**src/rtl/dcc_pkg.sv**
```systemverilog
package dcc_pkg;
  localparam int unsigned NUM_DIGITS = 10;
  localparam int unsigned DIG_W      = $clog2(NUM_DIGITS);
  localparam int unsigned CODE_W     = 7;
  localparam int unsigned SEL_W      = 3;
  localparam int unsigned NUM_CODES  = 5;

  typedef enum logic [SEL_W-1:0] {
    CODE_XS3   = 3'd0,
    CODE_2421  = 3'd1,
    CODE_2OF5  = 3'd2,
    CODE_BIQ   = 3'd3,
    CODE_W642N = 3'd4
  } code_e;

  function automatic logic [CODE_W-1:0] encode(input logic [DIG_W-1:0] d, input int unsigned c);
    logic [CODE_W-1:0] w;
    logic              hi;
    logic [DIG_W-1:0]  pos;
    hi  = (d >= DIG_W'(5));
    pos = hi ? d - DIG_W'(5) : d;
    w   = '0;
    case (c)
      1: w[3:0] = hi ? d + DIG_W'(6) : d;
      2: case (d)
           4'd0: w[4:0] = 5'b11000;
           4'd1: w[4:0] = 5'b00011;
           4'd2: w[4:0] = 5'b00101;
           4'd3: w[4:0] = 5'b00110;
           4'd4: w[4:0] = 5'b01001;
           4'd5: w[4:0] = 5'b01010;
           4'd6: w[4:0] = 5'b01100;
           4'd7: w[4:0] = 5'b10001;
           4'd8: w[4:0] = 5'b10010;
           default: w[4:0] = 5'b10100;
         endcase
      3: w = {hi ? 2'b10 : 2'b01, 5'b00001 << pos};
      4: case (d)
           4'd0: w[3:0] = 4'b0000;
           4'd1: w[3:0] = 4'b0011;
           4'd2: w[3:0] = 4'b0010;
           4'd3: w[3:0] = 4'b0101;
           4'd4: w[3:0] = 4'b0100;
           4'd5: w[3:0] = 4'b1001;
           4'd6: w[3:0] = 4'b1000;
           4'd7: w[3:0] = 4'b1011;
           4'd8: w[3:0] = 4'b1010;
           default: w[3:0] = 4'b1101;
         endcase
      default: w[3:0] = d + DIG_W'(3);
    endcase
    return w;
  endfunction
endpackage

```
**src/rtl/dcc_digit_core.sv**
```systemverilog
module dcc_digit_core #(
  parameter int unsigned NUM_DIGITS = dcc_pkg::NUM_DIGITS,
  localparam int unsigned DIG_W = $clog2(NUM_DIGITS)
) (
  input  logic             clk_i,
  input  logic             rst_ni,
  input  logic             en_i,
  input  logic             dir_i,
  output logic [DIG_W-1:0] digit_o,
  output logic             tc_o
);
  localparam logic [DIG_W-1:0] LAST = DIG_W'(NUM_DIGITS - 1);

  logic [DIG_W-1:0] digit_q, digit_d;
  logic             at_top, at_bot;

  assign at_top = (digit_q == LAST);
  assign at_bot = (digit_q == '0);

  always_comb begin
    digit_d = digit_q;
    if (en_i) begin
      if (dir_i) digit_d = at_top ? '0 : digit_q + DIG_W'(1);
      else       digit_d = at_bot ? LAST : digit_q - DIG_W'(1);
    end
  end

  always_ff @(posedge clk_i or negedge rst_ni) begin
    if (!rst_ni) digit_q <= '0;
    else         digit_q <= digit_d;
  end

  assign digit_o = digit_q;
  assign tc_o    = en_i & (dir_i ? at_top : at_bot);
endmodule

```
**src/rtl/dcc_sel_reg.sv**
```systemverilog
module dcc_sel_reg #(
  parameter int unsigned SEL_W     = dcc_pkg::SEL_W,
  parameter int unsigned NUM_CODES = dcc_pkg::NUM_CODES
) (
  input  logic             clk_i,
  input  logic             rst_ni,
  input  logic [SEL_W-1:0] sel_i,
  output logic [SEL_W-1:0] sel_o
);
  logic [SEL_W-1:0] sel_q;

  // illegal selects fold onto excess-3
  always_ff @(posedge clk_i or negedge rst_ni) begin
    if (!rst_ni)                         sel_q <= SEL_W'(dcc_pkg::CODE_XS3);
    else if (32'(sel_i) < NUM_CODES)     sel_q <= sel_i;
    else                                 sel_q <= SEL_W'(dcc_pkg::CODE_XS3);
  end

  assign sel_o = sel_q;
endmodule

```
**src/rtl/dcc_encoder.sv**
```systemverilog
module dcc_encoder #(
  parameter int unsigned DIG_W     = dcc_pkg::DIG_W,
  parameter int unsigned CODE_W    = dcc_pkg::CODE_W,
  parameter int unsigned SEL_W     = dcc_pkg::SEL_W,
  parameter int unsigned NUM_CODES = dcc_pkg::NUM_CODES
) (
  input  logic [DIG_W-1:0]  digit_i,
  input  logic [SEL_W-1:0]  sel_i,
  output logic [CODE_W-1:0] code_o
);
  localparam int unsigned NUM_SLOTS = 2 ** SEL_W;

  logic [CODE_W-1:0] words [NUM_SLOTS];

  for (genvar c = 0; c < NUM_SLOTS; c++) begin : g_word
    localparam int unsigned CODE_ID = (c < NUM_CODES) ? c : 0;
    assign words[c] = dcc_pkg::encode(digit_i, CODE_ID);
  end

  assign code_o = words[sel_i];
endmodule

```
**src/rtl/dec_code_counter.sv**
```systemverilog
module dec_code_counter (
  input  logic       clk_i,
  input  logic       rst_ni,
  input  logic       en_i,
  input  logic       dir_i,
  input  logic [2:0] code_sel_i,
  output logic [6:0] code_o,
  output logic       tc_o
);
  import dcc_pkg::*;

  logic [DIG_W-1:0] digit_q;
  logic [SEL_W-1:0] sel_q;

  dcc_digit_core #(.NUM_DIGITS(NUM_DIGITS)) i_core (
    .clk_i   (clk_i),
    .rst_ni  (rst_ni),
    .en_i    (en_i),
    .dir_i   (dir_i),
    .digit_o (digit_q),
    .tc_o    (tc_o)
  );

  dcc_sel_reg #(.SEL_W(SEL_W), .NUM_CODES(NUM_CODES)) i_sel (
    .clk_i  (clk_i),
    .rst_ni (rst_ni),
    .sel_i  (code_sel_i),
    .sel_o  (sel_q)
  );

  dcc_encoder #(
    .DIG_W(DIG_W), .CODE_W(CODE_W), .SEL_W(SEL_W), .NUM_CODES(NUM_CODES)
  ) i_enc (
    .digit_i (digit_q),
    .sel_i   (sel_q),
    .code_o  (code_o)
  );
endmodule

```
**config.mk**
```make
export PLATFORM = sky130hd
export DESIGN_NAME = dec_code_counter
export DESIGN_NICKNAME = d
export VERILOG_FILES = /design/src/rtl/dcc_pkg.sv /design/src/rtl/dcc_digit_core.sv /design/src/rtl/dcc_sel_reg.sv /design/src/rtl/dcc_encoder.sv /design/src/rtl/dec_code_counter.sv
export SDC_FILE = /design/constraint.sdc
export NUM_CORES = 1
export LEC_CHECK = 0
export BUFFER_PORTS_ARGS = -buffer_cell sky130_fd_sc_hd__buf_2
export CAP_MARGIN = 20
export CORE_MARGIN = 2
export CORE_UTILIZATION = 45
export CTS_BUF_LIST = sky130_fd_sc_hd__clkbuf_8
export DETAILED_ROUTE_END_ITERATION = 8
export MAX_ROUTING_LAYER = met4
export PLACE_DENSITY = 0.7
export SYNTH_ARGS = -nofsm -noshare
export SYNTH_HDL_FRONTEND = slang
export SYNTH_SLANG_ARGS = --single-unit
```
**constraint.sdc**
```tcl
create_clock -name clk_i -period 3.51 [get_ports clk_i]
set_input_delay 0.702 -clock clk_i [delete_from_list [all_inputs] [get_ports clk_i]]
set_output_delay 0.702 -clock clk_i [all_outputs]
set_load 0.01 [all_outputs]
```
# [After elaboration in Yosys (flattened, before gate mapping)]
# Memory sizes are Yosys's and may differ from the RTL's.
# Index checks and enable logic that the tools add are counted.
[word_totals] elab_cells=28 mem_bits_ro=144 output_inout_bits=8 ff_bits=7 in_bits=7 mem_count=2
[mem_list] memory="(no name shown)" words=16 word_bits=5 rd=1 rd_clocked_by_memory_dff=0 wr=0 line_no="dcc_pkg.sv:25" source="2: case (d)"
[mem_list] memory="(no name shown)" words=16 word_bits=4 rd=1 rd_clocked_by_memory_dff=0 wr=0 line_no="dcc_pkg.sv:38" source="4: case (d)"
[classes] mux=11 order_cmp=3 bitwise=2 shift=1 reduce_logical=1 eq_ne=1 n_addsub=5
[ops] op="binary-select mux 7 bit (select 3 bit)" n=1
[ops] op="two-way mux 4 bit" n=5
[ops] op="two-way mux 7 bit" n=2
[ops] op="left shift 1 x 4 -> 5 bit (first input constant)" n=1
[ops] op="adder 4 x 1 -> 4 bit (second input constant)" n=1
[ops] op="adder 4 x 2 -> 4 bit (second input constant)" n=1
[ops] op="adder 4 x 3 -> 4 bit (second input constant)" n=1
[ops] op="equality test 4 bit (second input constant)" n=1
[ops] op="greater-or-equal comparator 4 x 3 -> 1 bit (second input constant)" n=1
[ops] op="greater-or-equal comparator 4 bit (second input constant)" n=1
[ops] op="logical NOT 4 bit" n=1
[ops] op="inverter 3 -> 4 bit" n=1
[ops] op="subtractor 4 x 1 -> 4 bit (second input constant)" n=1
[ops] op="subtractor 4 x 3 -> 4 bit (second input constant)" n=1
[ops] op="less-than comparator 3 bit (second input constant)" n=1
[ops] op="two-way mux 3 bit" n=1
[ops] op="two-way mux 2 bit" n=1
[ops] op="bitwise AND 1 bit" n=1
[ops] op="two-way mux 1 bit" n=1

# [Longest topological paths before layout]
# Gate-level depths: netlist (run 1).
[depth] word_depth=6 depth_mapped=9 depth_no_buf=8

# [By module]
# A second synthesis (run 1) with hierarchy kept.
[hier_totals] cells_unflattened=148 hier_area_um2=1173.6
[by_module_without_submodules] mod="dcc_encoder" cells_per_inst=105 area_per_inst_um2=747.0 n_inst=1
[by_module_without_submodules] mod="dcc_digit_core" cells_per_inst=37 area_per_inst_um2=321.6 n_inst=1
[by_module_without_submodules] mod="dcc_sel_reg" cells_per_inst=6 area_per_inst_um2=105.1 n_inst=1

# [Worst setup path after synthesis (run 1)]
# OpenSTA, ideal clock, no wires.
[synth_timing] kind="register to output" from="reg i_core.digit_q[1] (netlist: i_core.digit_o[1])" to="out code_o[3]" n_path_buf=0 setup_slack_ns=0.707 t_arrival_ns=2.101 path_stages_with_launch=8 path_cell_list="dfrtp_1 > inv_1 > ha_1 > ha_1 > o22ai_2 > nand2_1 > o311a_1 > a211oi_2"
[synth_between] elab_chain_cells=6 elab_cells_between_ends=12 cone_classes="add/sub (3); order compare (1); shift (1); mux (5); memory (2)"
[synth_rtl] item="start, declared" line_no="dcc_digit_core.sv:14" source="logic [DIG_W-1:0] digit_q, digit_d;"
[synth_rtl] item="start signal, assigned" line_no="dcc_digit_core.sv:30" source="else digit_q <= digit_d;"
[synth_rtl] item="subtractor 4 x 3 -> 4 bit or greater-or-equal comparator 4 x 3 -> 1 bit (tied branches)"
[synth_rtl] item="two-way mux 4 bit" line_no="dcc_pkg.sv:21" source="pos = hi ? d - DIG_W'(5) : d;"
[synth_rtl] item="left shift 1 x 4 -> 5 bit" line_no="dcc_pkg.sv:37" source="3: w = {hi ? 2'b10 : 2'b01, 5'b00001 << pos};"
[synth_rtl] item="binary-select mux 7 bit (select 3 bit) *" line_no="dcc_encoder.sv:20" source="assign code_o = words[sel_i];"
[synth_rtl] item="two-way mux 7 bit (not written as such) * (2 in a row)" line_no="dcc_encoder.sv:20"
[synth_rtl] item="end, declared" line_no="dec_code_counter.sv:7" source="output logic [6:0] code_o,"
# Every way passes the cells marked *; elsewhere a longest branch is shown, timed or not. The select of a mux whose other input is x is not followed.

# [Worst setup path after layout (run 1)]
# Same ends and word-level chain as after synthesis.

==> flow_summary_export.csv, run 1 <==
group,metric,value,unit
timing,min_period,3.26,ns
worst_setup_path,crit_required,2.81,ns
worst_setup_path,path_cells,"inv_1 > ha_1 > ha_1 > o22ai_2 > nand2_1 > o311a_1 > a211oi_2 > buf_2",
clocking,cts_buffer_depth,2,
timing,clock-skew-final,0.00169,ns
logic_synthesis,synth_largest_area_cell,"dfrtp_1",
clocking,numClockSinks,7,
final_layout,drive_above_1_share,18.5,%
clocking,ctsHoldBuffers,0,
flow_run,drv_cap,0,
timing,hold_viol,0,
logic_synthesis,synth.cells.most_frequent,"a21oi_1 (12), ha_1 (12), nor2_1 (11), nand2_1 (10), o21ai_0 (9)",
final_layout,area_delta_synth_final,11.1,%
worst_setup_path,critical_path_buf_inv_count,2,
logic_synthesis,synth-seq-area-share,14.6,%
detailed_routing,ant_nets,0,
placed_design,dp_hpwl,2450,µm
timing,relSlewSlack,58.7,%
die,initial_utilization,48.0,%
die,num_rows,18,
placed_design,postPlaceCellArea,0.00129,mm²
global_routing,grt-ovfl-total,0,
worst_setup_path,crit_path_frequent_cell,"ha_1",
detailed_routing,route.detailed.drc,0,
final_layout,antenna_cells,0,
logic_synthesis,synthArstFlopShare,100,%
worst_setup_path,path_max_fanout,8,
clocking,cts_inserted_buffers,3,
logic_synthesis,synthCells,158,
die,die_area,0.00310,mm²
placed_design,port_buffers,14,
outcome,outcome,"finished, final reports clean",
clocking,cts_tree,"yes",
logic_synthesis,ys_ff_latch,7,
clocking,h-tree-depth,1,
power_and_ir_drop,ir_drop,0.000559,V
timing,setup_tns,0,ns
final_layout,final_nets,188,
worst_setup_path,cp_top_family,"compound AO/OA/AOI/OAI gates",
logic_synthesis,synth_top_area_share,14.6,%
die,core-area,0.00250,mm²
detailed_routing,via_count,1345,
worst_setup_path,critPathArrivalTime,2.56,ns
logic_synthesis,synth_warnings,0,
global_routing,grt_max_degree,23,
logic_synthesis,syn_area,0.00120,mm²
timing,setup_violations,0,
logic_synthesis,synth_ff_type,"dfrtp_1",
die,die_w,55.6,µm
timing,period_share,92.9,%
power_and_ir_drop,p_leak,0.577,nW
logic_synthesis,ys_types,52,
final_layout,finalInstanceArea,0.00133,mm²
clocking,cts-root-buf,"clkbuf_8",
detailed_routing,routed_wl,3400,µm
worst_setup_path,worstSetupEndpointType,"output port",
logic_synthesis,syn_avg_cell_area,7.59,µm²
detailed_routing,first_pass_iters,4,
timing,rsz0062_at_grt,"false",
timing,maxSlewViolCount,0,
detailed_routing,post_drt_wl_per_cell,17.2,µm
die,ios,15,
clocking,clk_latency,0.23,ns
clocking,cts_setup_buffers,0,
detailed_routing,initialDrtViolationCount,38,
global_routing,grt_pass1_vias,1231,
global_routing,track_usage,22.2,%
global_routing,antenna_found_initial,0,
clocking,clkTransAtPathRegs,0.04,ns
global_routing,grt_pass1_wl,5520,µm
timing,clock.fmax,307,MHz
worst_setup_path,cp_slowest_stage_delay,0.37,ns
timing,worst_slew_pin_slew,0.620,ns
power_and_ir_drop,powerDensity,894,mW/mm²
worst_setup_path,cp-start-kind,"register",
worst_setup_path,r2r_setup_slack,1.41,ns
clocking,cts_resized,0,
placed_design,place_congestion,0.931,
worst_setup_path,path_class,"reg -> out",
detailed_routing,viasPerCell,6.79,
logic_synthesis,yosys-top-cells-area,"dfrtp_1 (15%), ha_1 (13%), a21oi_1 (5.0%)",
logic_synthesis,synth_edf_count,0,
worst_setup_path,cp_slowest_cell,"dfrtp_1",
min_path,hold_class,"in -> async",
timing,finalHoldWorstSlack,0.303,ns
die,die_h,55.6,µm
logic_synthesis,synth_nets,177,
==> metrics by stage <==
stage / std cells / total power [mW] / setup WS [ns] / util, %
final: 198 / 1.19 / 0.250 / 53.3
after detailed placement: 194 / 1.05 / 0.529 / 51.5
after CTS: 198 / 1.17 / 0.276 / 53.3
after global placement: 194 / 1.04 / 0.602 / 51.5
after floorplan: 158 / 0.832 / 0.707 / -
after global routing: 198 / 1.28 / 0.0851 / 53.3
==> sequential cells by signal (all words and copies together), names as in the netlist <==
| register | cells |
|---|---|
| i_core.digit_o | 4 |
| i_sel.sel_o | 3 |
==> metal layers <==
layer / up-vias / global-route usage (%) / wire (µm)
li1: 615 / - / -
met1: 650 / 27.7 / 1450
met2: 68 / 35.0 / 1640
met3: 12 / 3.72 / 229
met4: 0 / 10.5 / 91
met5: - / - / 0
==> area by class of cell <==
class	instances	area, µm²
Fill cell	242	1170
Multi-Input combinational cell	129	930
Sequential cell	7	175
Timing Repair Buffer	20	115
Clock buffer	3	41.3
Tap cell	30	37.5
Inverter	8	30.0
Clock inverter	1	3.75
==> worst register-to-register path, cell delays in order (launching register included) <==
cell and delay, ns:
dfrtp_1 0.61, inv_1 0.23, ha_1 0.28, a221oi_1 0.31
a311oi_1 0.09, a31o_2 0.24, a22o_1 0.22
==> kinds of logic after synthesis <==
group / synth area share [%]
AO/OA/AOI/OAI: 35.9
XOR/XNOR: 1.46
adder cells (fa/ha/maj): 12.5
buffers and inverters: 7.92
flip-flops: 14.6
multiplexers: 3.44
AND/OR/NAND/NOR: 24.2
==> final timing paths <==
path,depth (start not counted),endpoint,startpoint
min reg2reg,2,i_core.digit_o[2]$_DFFE_PN0P_,i_core.digit_o[2]$_DFFE_PN0P_
max in group asynchronous,1,i_core.digit_o[2]$_DFFE_PN0P_,rst_ni
max reg2reg,6,i_core.digit_o[3]$_DFFE_PN0P_,i_core.digit_o[2]$_DFFE_PN0P_
max,8,code_o[3],i_core.digit_o[1]$_DFFE_PN0P_
min in group clk_i,2,i_sel.sel_o[2]$_DFF_PN0_,code_sel_i[0]
min,1,i_core.digit_o[0]$_DFFE_PN0P_,rst_ni
==> where the power goes <==
group / internal [mW] / switching [mW]
combinational: 0.374 / 0.540
sequential: 0.104 / 0.0631
clock: 0.0756 / 0.0349
total: 0.553 / 0.638
==> placed cells by master (no fill, tap or decap), drive strengths merged, types with 2 or more instances in the layout <==
cell type	netlist	routed
o211ai	4	4
a32o	2	2
o22ai	4	4
and2	2	2
o221ai	2	2
dfrtp	7	7
and3	2	2
clkbuf	6	3
mux2i	3	3
nor2b	5	5
nand4	2	2
nand3	4	4
nor2	11	11
a211oi	6	6
nor3b	5	5
nand2	10	10
nand3b	2	2
nand2b	3	3
o2111a	2	2
ha	12	12
a31oi	4	4
o31ai	2	2
buf	8	20
nor3	2	2
o21ai	9	9
a21o	2	2
a21oi	12	12
inv	7	8
Power figures use the tool's default switching activity.
==> inputs of run 2 (changes only) <==
--- a/config.mk
+++ b/config.mk
@@ -12,7 +12,10 @@
 export CTS_BUF_LIST = sky130_fd_sc_hd__clkbuf_8
 export DETAILED_ROUTE_END_ITERATION = 8
 export MAX_ROUTING_LAYER = met4
-export PLACE_DENSITY = 0.7
+export PLACE_DENSITY = 0.71
+export SLEW_MARGIN = 20
 export SYNTH_ARGS = -nofsm -noshare
 export SYNTH_HDL_FRONTEND = slang
+export SYNTH_HIERARCHICAL = 1
 export SYNTH_SLANG_ARGS = --single-unit
+export TNS_END_PERCENT = 5
==> run 2 against run 1 <==
  * Non-clock buffer count is 2 lower
  * Register-to-register slack improved by 0.70 ns
  * Sequential share of layout area is 0.39 points higher
  * Die area shrank 2.0%
  * Clock skew is 0.00059 ns lower
  * Cell area shrank 2.9%
  * Fmax shrank 0.32%
  * Cell count down 4.5%
  * Clock power barely moved
  * Highest routed layer is now met3
==> flow_summary_export.csv, run 2 <==
group,metric,value,unit
placed_design,place_congestion,1.04,
final_layout,layout_common_cells,"nand2_1 (18), buf_2 (14), ha_1 (10)",
logic_synthesis,synthXorXnorAreaFrac,4.48,%
clocking,ctsHoldBuffers,0,
worst_setup_path,path_class,"reg -> out",
logic_synthesis,ys_types,57,
power_and_ir_drop,p_total,1.12,mW
worst_setup_path,path_max_fanout,8,
logic_synthesis,synth_warnings,6,
clocking,cts_inserted_buffers,3,
worst_setup_path,r2r_cells,4,
global_routing,grt-ovfl-total,0,
worst_setup_path,critical_path_buf_inv_count,2,
power_and_ir_drop,p_leak,0.563,nW
worst_setup_path,r2r_setup_slack,2.11,ns
clocking,cts_tree,"yes",
outcome,outcome,"finished, final reports clean",
die,die_w,55.1,µm
logic_synthesis,syn_area,0.00117,mm²
logic_synthesis,ys_ff_latch,7,
logic_synthesis,synth-seq-area-share,14.9,%
final_layout,largest_reg_flops,4,
global_routing,grt_pass1_vias,1023,
logic_synthesis,synth_most_common_cell,"nand2_1",
worst_setup_path,cp-start-kind,"register",
final_layout,final_util,52.2,%
worst_setup_path,cp.depth,8,
clocking,cts_setup_buffers,0,
worst_setup_path,crit_required,2.81,ns
logic_synthesis,synth_ff_type,"dfrtp_1",
worst_setup_path,worstSetupEndpointType,"output port",
worst_setup_path,cp_slowest_cell,"dfrtp_1",
timing,relSlewSlack,66.5,%
detailed_routing,route.detailed.drc,0,
clocking,h-tree-depth,1,
clocking,cts-root-buf,"clkbuf_8",
flow_run,drv_cap,0,
worst_setup_path,critPathArrivalTime,2.57,ns
detailed_routing,via_count,1171,
logic_synthesis,synth-compound-area-share,30.8,%
detailed_routing,initialDrtViolationCount,40,
worst_setup_path,cp_slowest_stage_delay,0.39,ns
timing,min_period,3.27,ns
timing,timing.final.ws_setup,0.239,ns
logic_synthesis,synth_edf_count,0,
logic_synthesis,syn_avg_cell_area,7.93,µm²
worst_setup_path,path_cells,"inv_1 > ha_2 > nand2b_4 > a21oi_2 > mux2i_1 > or3b_1 > a311oi_2 > buf_2",
timing,setup_violations,0,
logic_synthesis,synth_top_area_share,14.9,%
power_and_ir_drop,powerDensity,868,mW/mm²
logic_synthesis,synthCells,148,
worst_setup_path,r2r-start,"i_core/digit_o[3]$_DFFE_PN0P_",
final_layout,antenna_cells,0,
clocking,clk_latency,0.22,ns
global_routing,track_usage,21.1,%
min_path,hold_class,"in -> async",
global_routing,antenna_found_initial,0,
clocking,cts_resized,0,
detailed_routing,ant_nets,0,
die,core-area,0.00248,mm²
final_layout,fillCellCount,248,
die,initial_utilization,47.4,%
detailed_routing,post_drt_wl_per_cell,14.9,µm
die,die_area,0.00303,mm²
worst_setup_path,cp_top_family,"compound AO/OA/AOI/OAI gates",
logic_synthesis,synthAdderAreaFrac,11.7,%
power_and_ir_drop,ir_drop,0.000573,V
timing,maxSlewViolCount,0,
logic_synthesis,synth.cells.most_frequent,"nand2_1 (18), ha_1 (11), nor2_1 (9), inv_1 (8), dfrtp_1 (7)",
clocking,clkTransAtPathRegs,0.04,ns
timing,clock.fmax,306,MHz
final_layout,final_common_cell,"nand2_1",
logic_synthesis,yosys-top-cells-area,"dfrtp_1 (15%), ha_1 (12%), nand2_1 (5.8%)",
logic_synthesis,yosys.area_share.simple,26.8,%
global_routing,grt_pass1_wl,4590,µm
timing,setup_tns,0,ns
placed_design,preCtsSetupSlack,0.386,ns
clocking,cts_buffer_depth,2,
timing,rsz0062_at_grt,"false",
logic_synthesis,synthArstFlopShare,100,%
detailed_routing,first_pass_iters,4,
timing,worst_slew_pin_slew,0.503,ns
timing,period_share,93.2,%
detailed_routing,viasPerCell,6.20,
die,ios,15,
final_layout,final_nets,178,
detailed_routing,routed_wl,2810,µm
final_layout,area_delta_synth_final,10.2,%
placed_design,port_buffers,14,
timing,clock-skew-final,0.00110,ns
final_layout,drive_above_1_share,23.3,%
logic_synthesis,synth_top_family_by_area,"compound AO/OA/AOI/OAI gates",
die,num_rows,18,
logic_synthesis,synthMuxAreaShare,2.56,%
clocking,numClockSinks,7,
worst_setup_path,timing.rr.end,"i_core/digit_o[3]$_DFFE_PN0P_",
placed_design,dp_hpwl,2110,µm
global_routing,grt_max_degree,22,
timing,hold_viol,0,
die,die_h,55.1,µm
logic_synthesis,synth_nets,166,
logic_synthesis,synth_largest_area_cell,"dfrtp_1",
## run 2: kinds of logic (layout without fill, tap and decap cells)
| kind of cell | Yosys count | count (layout) |
|---|---|---|
| flops | 7 | 7 |
| simple gates | 55 | 55 |
| xor+xnor | 6 | 6 |
| mux | 3 | 3 |
| fa+ha+maj | 11 | 11 |
| compound gates | 45 | 45 |
| buf+inv | 21 | 32 |
## run 2: layout make-up
| type | count | area, µm² | area share [%] |
|---|---|---|---|
| Inverter | 10 | 37.5 | 2.90 |
| Tap cell | 30 | 37.5 | 2.90 |
| Clock inverter | 1 | 3.75 | 0.290 |
| Sequential cell | 7 | 175 | 13.5 |
| Timing Repair Buffer | 18 | 100 | 7.74 |
| Multi-Input combinational cell | 120 | 898 | 69.4 |
| Clock buffer | 3 | 41.3 | 3.19 |
## run 2: through the flow
stage / cells / hold WS (ns) / area, µm²
global route: 189 / 0.298 / 1290
global placement: 185 / 0.535 / 1250
detailed placement: 185 / 0.534 / 1250
finish: 189 / 0.300 / 1290
CTS: 189 / 0.303 / 1290
floorplan: 148 / 0.406 / 1170
## run 2: layer usage
layer | vias to the layer above | wire, µm | GRT usage (%)
li1 | 568 | - | -
met1 | 559 | 1240 | 27.8
met2 | 44 | 1410 | 34.3
met3 | 0 | 159 | 1.34
met4 | 0 | 0 | 6.91
met5 | - | 0 | -
## run 2: worst max-delay path by stage
stage | startpoint | to | slack (ns)
4_1_cts | i_core/digit_o[0]$_DFFE_PN0P_ | code_o[0] | 0.14
5_1_grt | i_core/digit_o[1]$_DFFE_PN0P_ | code_o[0] | 0.09
6_report | i_core/digit_o[0]$_DFFE_PN0P_ | code_o[0] | 0.24
3_3_place_gp | i_core/digit_o[0]$_DFFE_PN0P_ | code_o[0] | 0.49
2_1_floorplan | i_core/digit_o[0]$_DFFE_PN0P_ | code_o[0] | 0.53
3_5_place_dp | i_core/digit_o[0]$_DFFE_PN0P_ | code_o[0] | 0.39
## run 2: report_power, final
part / leakage, nW / internal, mW / switching (mW)
sequential: 0.0873 / 0.105 / 0.0496
clock: 0.0269 / 0.0753 / 0.0313
combinational: 0.449 / 0.355 / 0.506
